[src/rtl/tpoll_pkg.sv]
package tpoll_pkg;
  typedef enum logic [1:0] {
    ST_IDLE = 2'd0,
    ST_RD1  = 2'd1,
    ST_RD2  = 2'd2,
    ST_RST  = 2'd3
  } tpState_t;

  typedef struct packed {
    logic clrAll;
    logic capFirst;
    logic incPoll;
    logic setRecheck;
  } tpStrobe_t;
endpackage

[src/rtl/tpoll_datapath.sv]
module tpoll_datapath
  import tpoll_pkg::*;
#(
  parameter int DATA_W      = 8,
  parameter int TOGGLE_BIT  = 6,
  parameter int TIMEOUT_BIT = 5,
  parameter int MAX_POLLS   = 16
) (
  input  logic              clk,
  input  logic              rstN,
  input  tpStrobe_t         str,
  input  logic [DATA_W-1:0] rdData,
  output logic              toggled,
  output logic              timeoutHi,
  output logic              limitHit,
  output logic              recheck
);
  localparam int CNT_W = (MAX_POLLS > 1) ? $clog2(MAX_POLLS) : 1;
  localparam logic [CNT_W-1:0] CNT_LAST = CNT_W'(MAX_POLLS - 1);

  logic             firstBit;
  logic [CNT_W-1:0] pollCnt;
  logic             unusedData;

  assign unusedData = ^rdData;

  always_ff @(posedge clk) begin
    if (!rstN) begin
      firstBit <= 1'b0;
      pollCnt  <= '0;
      recheck  <= 1'b0;
    end else begin
      if (str.capFirst) firstBit <= rdData[TOGGLE_BIT];
      if (str.clrAll) begin
        pollCnt <= '0;
        recheck <= 1'b0;
      end else begin
        if (str.incPoll)    pollCnt <= pollCnt + 1'b1;
        if (str.setRecheck) recheck <= 1'b1;
      end
    end
  end

  // Compared against the second read of a pair
  assign toggled   = rdData[TOGGLE_BIT] != firstBit;
  assign timeoutHi = rdData[TIMEOUT_BIT];
  assign limitHit  = pollCnt == CNT_LAST;

  a_r6_start_clears: assert property (@(posedge clk) disable iff (!rstN)
    str.clrAll |=> (pollCnt == '0) && !recheck);

  a_r9_no_inc_at_limit: assert property (@(posedge clk) disable iff (!rstN)
    str.incPoll |-> !limitHit);
endmodule

[src/rtl/tpoll_ctrl.sv]
module tpoll_ctrl
  import tpoll_pkg::*;
(
  input  logic      clk,
  input  logic      rstN,
  input  logic      start,
  input  logic      keepPolling,
  input  logic      rdAck,
  input  logic      cmdWrAck,
  input  logic      toggled,
  input  logic      timeoutHi,
  input  logic      limitHit,
  input  logic      recheck,
  output tpStrobe_t str,
  output logic      rdReq,
  output logic      cmdWrReq,
  output logic      busy,
  output logic      done,
  output logic      fail,
  output logic      abandoned
);
  tpState_t state, nextState;
  logic doneNx, failNx, abandonNx;

  always_comb begin
    nextState = state;
    str       = '0;
    doneNx    = 1'b0;
    failNx    = 1'b0;
    abandonNx = 1'b0;
    unique case (state)
      ST_IDLE: if (start) begin
        str.clrAll = 1'b1;
        nextState  = ST_RD1;
      end
      ST_RD1: if (rdAck) begin
        str.capFirst = 1'b1;
        nextState    = ST_RD2;
      end
      ST_RD2: if (rdAck) begin
        if (!toggled) begin
          doneNx    = 1'b1;
          nextState = ST_IDLE;
        end else if (recheck) begin
          nextState = ST_RST;
        end else if (timeoutHi) begin
          str.setRecheck = 1'b1;
          nextState      = ST_RD1;
        end else if (limitHit || !keepPolling) begin
          abandonNx = 1'b1;
          nextState = ST_IDLE;
        end else begin
          str.incPoll = 1'b1;
          nextState   = ST_RD1;
        end
      end
      ST_RST: if (cmdWrAck) begin
        failNx    = 1'b1;
        nextState = ST_IDLE;
      end
      default: nextState = ST_IDLE;
    endcase
  end

  always_ff @(posedge clk) begin
    if (!rstN) begin
      state     <= ST_IDLE;
      done      <= 1'b0;
      fail      <= 1'b0;
      abandoned <= 1'b0;
    end else begin
      state     <= nextState;
      done      <= doneNx;
      fail      <= failNx;
      abandoned <= abandonNx;
    end
  end

  assign rdReq    = (state == ST_RD1) || (state == ST_RD2);
  assign cmdWrReq = state == ST_RST;
  assign busy     = state != ST_IDLE;

  a_r1_req_held: assert property (@(posedge clk) disable iff (!rstN)
    (rdReq && !rdAck) |=> rdReq);

  a_r5_fail_after_write: assert property (@(posedge clk) disable iff (!rstN)
    fail |-> $past(cmdWrReq && cmdWrAck));

  a_r7_one_result: assert property (@(posedge clk) disable iff (!rstN)
    $onehot0({done, fail, abandoned}));

  a_r7_done_pulse: assert property (@(posedge clk) disable iff (!rstN)
    done |=> !done);

  a_r7_fail_pulse: assert property (@(posedge clk) disable iff (!rstN)
    fail |=> !fail);

  a_r7_idle_at_result: assert property (@(posedge clk) disable iff (!rstN)
    (done || fail || abandoned) |-> !busy);
endmodule

[src/rtl/toggle_poll_ctrl.sv]
module toggle_poll_ctrl
  import tpoll_pkg::*;
#(
  parameter int               DATA_W      = 8,
  parameter int               TOGGLE_BIT  = 6,
  parameter int               TIMEOUT_BIT = 5,
  parameter int               MAX_POLLS   = 16,
  parameter logic [DATA_W-1:0] RESET_CMD  = 8'hF0
) (
  input  logic              clk,
  input  logic              rstN,
  input  logic              start,
  input  logic              keepPolling,
  output logic              rdReq,
  input  logic              rdAck,
  input  logic [DATA_W-1:0] rdData,
  output logic              cmdWrReq,
  input  logic              cmdWrAck,
  output logic [DATA_W-1:0] cmdWrData,
  output logic              busy,
  output logic              done,
  output logic              fail,
  output logic              abandoned
);
  tpStrobe_t str;
  logic toggled, timeoutHi, limitHit, recheck;

  assign cmdWrData = RESET_CMD;

  tpoll_ctrl i_ctrl (
    .clk(clk), .rstN(rstN), .start(start), .keepPolling(keepPolling),
    .rdAck(rdAck), .cmdWrAck(cmdWrAck), .toggled(toggled),
    .timeoutHi(timeoutHi), .limitHit(limitHit), .recheck(recheck),
    .str(str), .rdReq(rdReq), .cmdWrReq(cmdWrReq), .busy(busy),
    .done(done), .fail(fail), .abandoned(abandoned)
  );

  tpoll_datapath #(
    .DATA_W(DATA_W), .TOGGLE_BIT(TOGGLE_BIT),
    .TIMEOUT_BIT(TIMEOUT_BIT), .MAX_POLLS(MAX_POLLS)
  ) i_dp (
    .clk(clk), .rstN(rstN), .str(str), .rdData(rdData),
    .toggled(toggled), .timeoutHi(timeoutHi),
    .limitHit(limitHit), .recheck(recheck)
  );
endmodule

[config.mk]
export PLATFORM = sky130hd
export DESIGN_NAME = toggle_poll_ctrl
export DESIGN_NICKNAME = d
export VERILOG_FILES = /design/src/rtl/tpoll_pkg.sv /design/src/rtl/tpoll_datapath.sv /design/src/rtl/tpoll_ctrl.sv /design/src/rtl/toggle_poll_ctrl.sv
export SDC_FILE = /design/constraint.sdc
export NUM_CORES = 1
export LEC_CHECK = 0
export CORE_AREA = 8 8 45 47
export DETAILED_ROUTE_END_ITERATION = 7
export DIE_AREA = 0 0 53 55
export DONT_BUFFER_PORTS = 1
export GPL_ROUTABILITY_DRIVEN = 0
export PLACE_DENSITY = 0.64
export SLEW_MARGIN = 20
export SYNTH_ARGS = -nofsm -noshare
export SYNTH_HDL_FRONTEND = slang
export SYNTH_SLANG_ARGS = --single-unit
[constraint.sdc]
create_clock -name clk -period 2.3 [get_ports clk]
set_clock_uncertainty 0.2 [all_clocks]
set_input_delay 0.46 -clock clk [delete_from_list [all_inputs] [get_ports clk]]
set_output_delay 0.46 -clock clk [all_outputs]
set_load 0.05 [all_outputs]
# After elaboration in Yosys (flattened, before gate mapping)
# Cells that the tools add are included.
[totals]
register_bits = 11
in_bits = 14
out_inout_bits = 14
wordCells = 54
[classes]
add_sub_neg = 1
eq_ne = 9
muxes = 23
bitwise_logic = 4
n_reduce_logical = 10
[op_table]
columns = ["op", "count"]
rows = [
  ["two-way mux 2 bit", 11],
  ["two-way mux 1 bit", 11],
  ["one-hot mux 2 bit (4 select lines)", 1],
  ["!= test 2 bit, second input constant", 3],
  ["OR reduction 6 bit", 1],
  ["adder 4 x 1 -> 4 bit, second input constant", 1],
  ["equality test 2 bit, second input constant", 2],
  ["equality test 4 bit, second input constant", 1],
  ["NOT 1 bit", 4],
  ["AND reduction 4 bit", 1],
  ["AND reduction 3 bit", 1],
  ["equality test 2 x 1 -> 1 bit, second input constant", 1],
  ["zero test 2 bit", 1],
  ["logical OR 1 bit", 2],
  ["!= test 2 x 1 -> 1 bit, second input constant", 1],
  ["AND reduction 2 bit", 1],
  ["nonzero test 2 bit", 1],
  ["OR reduction 2 bit", 1],
  ["zero test 1 bit", 1],
  ["!= test 1 bit", 1],
]

# Depth between registers and ports, before layout
# Gate-level depths: netlist of the first run.
[depth]
ltp_word = 8
ltp_mapped = 6
mapped_depth_nobuf = 6

# Cells and area by module
# Synthesis of the first run repeated with hierarchy kept, for this count alone.
[hier_totals]
cells_unflattened = 71
area_unflattened_um2 = 669.4
[modules_own_cells]
columns = ["mod", "instances", "cells_each", "area_per_inst_um2", "seq_area_each_um2"]
rows = [
  ["tpoll_ctrl", 1, 35, 334.1, 100.1],
  ["tpoll_datapath", 1, 26, 267.8, 120.1],
  ["toggle_poll_ctrl", 1, 10, 67.6, 0.0],
]

# Least setup slack after synthesis of the first run
# Ideal clock, no wire load.
[synth_path]
kind = "register -> register"
startpoint = "register i_ctrl.state[0]"
endpoint = "register i_ctrl.state[1]"
setup_ps = 91
arrival_time_ps = 1536
required_ps = 2009
slack_ps = 473
stages_incl_launch_ff = 7
path_buffers = 0
synth_period_minus_slack_ps = 1827
cell_sequence = "dfxtp_1 > inv_1 > ha_1 > inv_1 > o221a_2 > a21oi_1 > a311oi_1"
[synth_between]
elab_chain_cells = 3
elab_cells_between_ends = 10
cone_classes = "eq/ne (7); mux (1); reduce/logical (2)"
[synth_rtl]
columns = ["item", "line", "text"]
rows = [
  ["start, declared", "tpoll_ctrl.sv:22", "tpState_t state, nextState;"],
  ["start signal, assigned", "tpoll_ctrl.sv:72", "state <= nextState;"],
  ["equality test 2 bit (tied with other cells)", "tpoll_ctrl.sv:31", "unique case (state)"],
  ["!= test 2 x 1 -> 1 bit (no line) / != test 2 bit (equally long branches)", "n/a", ""],
  ["AND reduction 4 bit (no line)", "n/a", ""],
]
# Parallel ways exist; a longest one is shown, timed or not.
# A chain may end at the register's enable or synchronous reset.

# Final worst setup path of the first run
[layout_path]
startpoint = "register i_ctrl.state[1]"
endpoint = "output rdReq"
[layout_between]
elab_chain_cells = 2
elab_cells_between_ends = 3
cone_classes = "eq/ne (2); reduce/logical (1)"
[layout_rtl]
columns = ["item", "line", "text"]
rows = [
  ["equality test 2 x 1 -> 1 bit / equality test 2 bit (equally long branches)", "tpoll_ctrl.sv:79", "assign rdReq = (state == ST_RD1) || (state == ST_RD2);"],
  ["logical OR 1 bit *", "tpoll_ctrl.sv:79", ""],
  ["end, declared", "toggle_poll_ctrl.sv:14", "output logic rdReq,"],
]
# Every way passes the cells marked *; elsewhere a longest branch is shown, timed or not.

==> results.md, run 1 <==
- Clock buffer depth: 2
- Worst min path class: in -> reg
- Top Metal Used: met4
- Setup TNS: 0 ns
- VDD IR max: 0.728 mV
- RSZ-0062 raised after global routing: false
- Post-route setup slack: 0.315 ns
- Clock share of power: 19.0%
- DIE HEIGHT: 55 um
- Vias in the first global route: 440
- # port buffers: 0
- Met1 wire length: 415 um
- CP arrival: 1.33 ns
- CTS tree: built
- Placement Rows: 14
- Synth cell types: 26
- Worst-skew pair later-pin latency: 0.27 ns
- Tot GR Track Use: 9.33%
- Post-synth top cells: dfxtp_1, buf_4, nor2_1
- Root Driver: clkbuf_4
- Post-synth top area share: 34.1%
- Inserted Clock Buffers: 3
- Area post-placement: 643 um^2
- Most numerous cell in the Yosys netlist: dfxtp_1
- Fin crit share: 86.3%
- Antenna violations before repair: 0
- Clock transition at the registers of the reported paths: 0.07 ns
- Initial Util: 46.7%
- CP Capture Type: output port
- P_int: 376 uW
- R2R cell count: 6
- Post-CTS Resized: 0
- Post-synth EDFFs: 0
- Nets: 95
- Max Cap Viol: 0
- Synth top area cells: dfxtp_1, ha_1, buf_4, mux2i_1, nand4bb_4
- Yosys reg bits: 11
- Hold Path Sink: i_ctrl.abandoned$_SDFF_PP0_
- Pin count of the biggest net entering global routing: 7
- Die W: 53 um
- Synth warn: 0
- DR vias: 472
- Mapped Cells: 70
- Endpoints failing setup: 0
- Hold buffer count at CTS: 0
- Sequential area share after synthesis: 34.1%
- Async S/R FF share, synth: 0%
- Die area: 2920 um^2
- CTS H-tree lvls: 1
- Total power: 697 uW
- Final Hold Vio Count: 0
- Startpoint Class: flop
- Combinational Power Share: 46.8%
- Outcome: finished clean
- Routed vias/inst: 5.24
- Core ar.: 1380 um^2
- Pre-CTS setup slack: 0.424 ns
- Psw: 321 uW
- Fmax: 0.504 GHz
- Final Cell Area: 669 um^2
- # fillers: 148
- HPWL after detailed placement: 961 um
- Power share of the sequential group: 34.2%
- Hold Path Stages: 1
- Num ports: 28
- Synth Area per Inst: 9.22 um^2
- Switching share of power: 46.0%
- First-pass GRT wire length: 1.97 mm
- Post-synth top flop: dfxtp_1
- Final Slew Violations: 0
- Critical R2R Capture: i_dp.pollCnt[2]$_SDFFE_PP0P_
- Worst min-delay path startpoint: keepPolling
- Post-CTS setup buffers: 0
- Sink Count: 11
- WL/cell: 13.0 um
- Layout cell share with drive strength beyond 1: 10.8%
- Final ANT Viol Nets: 0
- Lkg Pwr: 0.285 nW
- Setup CP Type: reg -> out
- Area growth from synthesis to layout: 3.68%
- Reg-to-reg startpoint: i_ctrl.state[0]$_SDFFE_PN0P_
- Detailed Route WL: 1.17 mm
- Pwr dens: 1040 nW/um^2
- Dominant cell type by area after synthesis: dfxtp_1
- CP required: 1.64 ns
- R2R setup slack: 0.43 ns
- Worst hold margin: 0.101 ns
- 1st-iter DRT viols: 25
- Met2 WL: 644 um
- Residual DRC: 0
- Met3 wire len: 85 um
- Remaining Overflow, GRT: 0
- Crit Path Max Fanout: 5
- Post-Syn Area: 646 um^2
- Drt pass-1 iters: 5
- Inserted Diodes: 0
- Min Tclk post-route: 1.99 ns
==> placed cells by master, fill, tap and decap left out <==
| cell | n |
|---|---|
| a311oi_1 | 1 |
| a2111oi_0 | 1 |
| nand4_1 | 1 |
| clkbuf_1 | 1 |
| nor3_1 | 1 |
| nand2_1 | 4 |
| a21oi_1 | 3 |
| xnor2_1 | 1 |
| and3_1 | 1 |
| mux2i_1 | 3 |
| a31oi_1 | 1 |
| clkbuf_4 | 3 |
| conb_1 | 8 |
| a211o_1 | 1 |
| a41oi_1 | 1 |
| xor2_1 | 2 |
| inv_1 | 5 |
| ha_1 | 6 |
| nand3_1 | 3 |
| o21ai_0 | 2 |
| nand4bb_2 | 1 |
| or3_1 | 1 |
| o221a_2 | 1 |
| nand4bb_4 | 1 |
| dfxtp_1 | 11 |
| nor2_1 | 7 |
| nand2b_1 | 1 |
| buf_4 | 2 |
==> area by class of cell <==
type | instances | area (um^2) | share of cell area [%]
multi-input combinational | 52 | 369 | 55.1
sequential | 11 | 220 | 32.9
clock buffer | 4 | 26.3 | 3.93
tap | 16 | 20.0 | 2.99
inverter | 5 | 18.8 | 2.80
timing repair buffer | 2 | 15.0 | 2.24
==> cells by family (layout without fill, tap and decap cells) <==
| logic type | Yosys count | count (layout) | share of synthesized area [%] |
|---|---|---|---|
| simple gates | 21 | 21 | 20.2 |
| buf+inv | 13 | 11 | 12.2 |
| compound gates | 11 | 11 | 12.0 |
| flops | 11 | 11 | 34.1 |
| fa+ha+maj | 6 | 6 | 11.6 |
| xor+xnor | 3 | 3 | 4.07 |
| mux | 3 | 3 | 4.65 |
| other cells | 2 | 8 | 1.16 |
==> worst max path at each step <==
stage / start / endpoint / slack (ns) / cells after the start
2_1_floorplan: i_ctrl.state[0]$_SDFFE_PN0P_ / i_ctrl.state[1]$_SDFFE_PN0P_ / 0.47 / 6
3_3_place_gp: i_ctrl.state[0]$_SDFFE_PN0P_ / i_dp.pollCnt[2]$_SDFFE_PP0P_ / 0.45 / 6
3_5_place_dp: i_ctrl.state[0]$_SDFFE_PN0P_ / i_dp.pollCnt[2]$_SDFFE_PP0P_ / 0.42 / 6
4_1_cts: i_ctrl.state[0]$_SDFFE_PN0P_ / rdReq / 0.30 / 2
5_1_grt: i_ctrl.state[1]$_SDFFE_PN0P_ / rdReq / 0.23 / 2
6_report: i_ctrl.state[1]$_SDFFE_PN0P_ / rdReq / 0.31 / 2
==> per-stage QoR <==
step	utilization, %	std cells
floorplan	-	76
global placement	46.5	86
detailed placement	46.5	86
CTS	48.4	90
global route	48.4	90
finish	48.4	90
==> registers in the layout (all words and copies together) (netlist names) <==
name / cells
i_dp.pollCnt: 4
i_ctrl.state: 2
i_ctrl.abandoned: 1
i_ctrl.done: 1
i_ctrl.fail: 1
i_dp.firstBit: 1
i_dp.recheck: 1
==> critical path, cell delays in order, from the launching register on <==
cell and delay [ns]:
dfxtp_1 0.39, inv_1 0.10, ha_1 0.56
==> layer usage <==
metal  GRT usage, %  vias up
li1               -      234
met1           8.77      220
met2           16.4       14
met3           4.55        4
met4           5.17        0
met5              0        -
==> power groups by stage <==
stage | sequential (mW) | clock, mW | combinational, mW
3_3_place_gp | 0.243 | 0 | 0.325
3_5_place_dp | 0.244 | 0 | 0.328
5_1_grt | 0.241 | 0.142 | 0.360
6_report | 0.238 | 0.133 | 0.326
2_1_floorplan | 0.239 | 0 | 0.290
4_1_cts | 0.239 | 0.137 | 0.329
Note: power is estimated with default switching activity, not from simulation.
==> run 2: changes to the inputs <==
--- a/config.mk
+++ b/config.mk
@@ -5,12 +5,12 @@
 export SDC_FILE = /design/constraint.sdc
 export NUM_CORES = 1
 export LEC_CHECK = 0
-export CORE_AREA = 8 8 45 47
+export BUFFER_PORTS_ARGS = -buffer_cell sky130_fd_sc_hd__buf_4
+export CORE_MARGIN = 8
+export CORE_UTILIZATION = 45
 export DETAILED_ROUTE_END_ITERATION = 7
-export DIE_AREA = 0 0 53 55
-export DONT_BUFFER_PORTS = 1
 export GPL_ROUTABILITY_DRIVEN = 0
-export PLACE_DENSITY = 0.64
+export PLACE_DENSITY = 0.77
 export SLEW_MARGIN = 20
 export SYNTH_ARGS = -nofsm -noshare
 export SYNTH_HDL_FRONTEND = slang
==> run 2 against run 1 <==
Fmax rose by 4.2%. Largest cell class unchanged. Wire length rose by 4.1%. First-iteration DRC count fell by 80%. Critical endpoint is now busy. Combinational power rose by 13%. Sequential cell count did not move. Non-clock buffer count rose by 11. Sequential power fell by 3%. Global-route usage rose by 0.51 points. Via count rose by 7.0%.
==> results.md, run 2 (synthesis gave the netlist of run 1 again) <==
- Reg-to-reg startpoint: i_ctrl.state[0]$_SDFFE_PN0P_
- Worst min-delay path startpoint: cmdWrAck
- Inserted Clock Buffers: 3
- CP arrival: 1.25 ns
- Pre-CTS setup slack: 0.422 ns
- Setup TNS: 0 ns
- Fin crit share: 82.9%
- Max Cap Viol: 0
- Max reg flops: 4
- CP delay by family, top: flip-flops
- Fmax: 0.525 GHz
- Hold buffer count at CTS: 0
- Most frequent cells in the layout: buf_4, dfxtp_1, conb_1
- Final ANT Viol Nets: 0
- Placement Rows: 13
- Crit Path Max Fanout: 5
- DR vias: 505
- Largest regs: i_dp.pollCnt: 4 flops, i_ctrl.state: 2 flops
- Final Slew Violations: 0
- Post-route insts no fill: 100
- Pwr dens: 964 nW/um^2
- Residual DRC: 0
- Area growth from synthesis to layout: 16.3%
- Die W: 53.9 um
- Post-CTS Resized: 0
- CP required: 1.64 ns
- Worst min path class: in -> reg
- Hold Path Sink: i_ctrl.fail$_SDFF_PN0_
- First-pass GRT wire length: 2.05 mm
- Worst-skew pair later-pin latency: 0.26 ns
- Hold Path Stages: 2
- Clock transition at the registers of the reported paths: 0.06 ns
- Remaining Overflow, GRT: 0
- Min Tclk post-route: 1.91 ns
- Pin count of the biggest net entering global routing: 7
- Startpoint Class: flop
- Critical R2R Capture: i_dp.pollCnt[2]$_SDFFE_PP0P_
- Antenna violations before repair: 0
- Worst-path cell chain: inv_1, ha_1, inv_1, buf_4
- CTS tree: built
- Top reg by flops: i_dp.pollCnt
- Critical Path Max Stage Delay: 0.39 ns
- Core ar.: 1320 um^2
- Clock buffer depth: 2
- Worst hold margin: 0.250 ns
- HPWL after detailed placement: 1.02 mm
- CTS H-tree lvls: 1
- Setup CP Type: reg -> out
- Nets: 106
- WL/cell: 12.2 um
- Drt pass-1 iters: 4
- Slowest-stage cell, CP: dfxtp_1
- RSZ-0062 raised after global routing: false
- 1st-iter DRT viols: 5
- CP Capture Type: output port
- VDD IR max: 0.495 mV
- Worst Path Buf+Inv: 3
- R2R cell count: 6
- Die area: 2900 um^2
- Post-route setup slack: 0.394 ns
- Initial Util: 49.0%
- R2R setup slack: 0.40 ns
- Total power: 724 uW
- Layout cell share with drive strength beyond 1: 22.4%
- Sink Count: 11
- Outcome: finished clean
- Detailed Route WL: 1.22 mm
- Vias in the first global route: 486
- Tot GR Track Use: 9.84%
- Final Hold Vio Count: 0
- Most used cell, CP: inv_1
- Num ports: 28
- Inserted Diodes: 0
- Lkg Pwr: 0.340 nW
- Placed insts: 96
- # port buffers: 13
- Post-CTS setup buffers: 0
- Endpoints failing setup: 0
- DIE HEIGHT: 53.9 um
- Root Driver: clkbuf_4
- Commonest non-fill, non-tap cell in the layout: buf_4
- Routed vias/inst: 5.05
run 2: worst max path at each step:
stage	start	end	slack (ns)	depth (start not counted)
global route	i_ctrl.state[0]$_SDFFE_PN0P_	i_dp.pollCnt[2]$_SDFFE_PP0P_	0.24	6
global placement	i_ctrl.state[0]$_SDFFE_PN0P_	i_dp.pollCnt[2]$_SDFFE_PP0P_	0.45	6
detailed placement	i_ctrl.state[0]$_SDFFE_PN0P_	i_dp.pollCnt[2]$_SDFFE_PP0P_	0.42	6
CTS	i_ctrl.state[0]$_SDFFE_PN0P_	rdReq	0.38	3
floorplan	i_ctrl.state[0]$_SDFFE_PN0P_	i_ctrl.state[1]$_SDFFE_PN0P_	0.47	6
finish	i_ctrl.state[0]$_SDFFE_PN0P_	busy	0.39	4
run 2: worst reg2reg max path, stage by stage (launching register included):
cell       delay, ns
dfxtp_1         0.34
inv_1           0.11
ha_1            0.28
nand4bb_2       0.16
nand4bb_4       0.28
or3_1           0.33
a21oi_1         0.14
run 2: per-stage QoR:
step           util (%)  cell area [um^2]
4_1_cts            57.0               751
6_report           57.0               751
3_5_place_dp       55.0               724
2_1_floorplan         -               668
3_3_place_gp       55.0               724
5_1_grt            57.0               751
run 2: layout make-up:
type                    count  area, um^2
clock buffers               4        26.3
fillers                   120         567
inverters                   5        18.8
multi-input cells          52         369
flip-flops and latches     11         220
well taps                  15        18.8
repair buffers             13        97.6
run 2: power by group:
group,internal (mW),switching [mW],leakage [nW]
Clock,0.0668,0.0548,0.0150
Sequential,0.211,0.0213,0.0891
Combinational,0.120,0.250,0.236
Total,0.397,0.326,0.340
run 2: metal layers:
metal	wire [um]	part of all wire, %	vias up	track usage, %
li1	-	-	258	-
met1	501	41	226	10.8
met2	612	50	19	15.3
met3	86	7.1	2	4.96
met4	19	1.6	0	5.04
met5	0	0	-	0
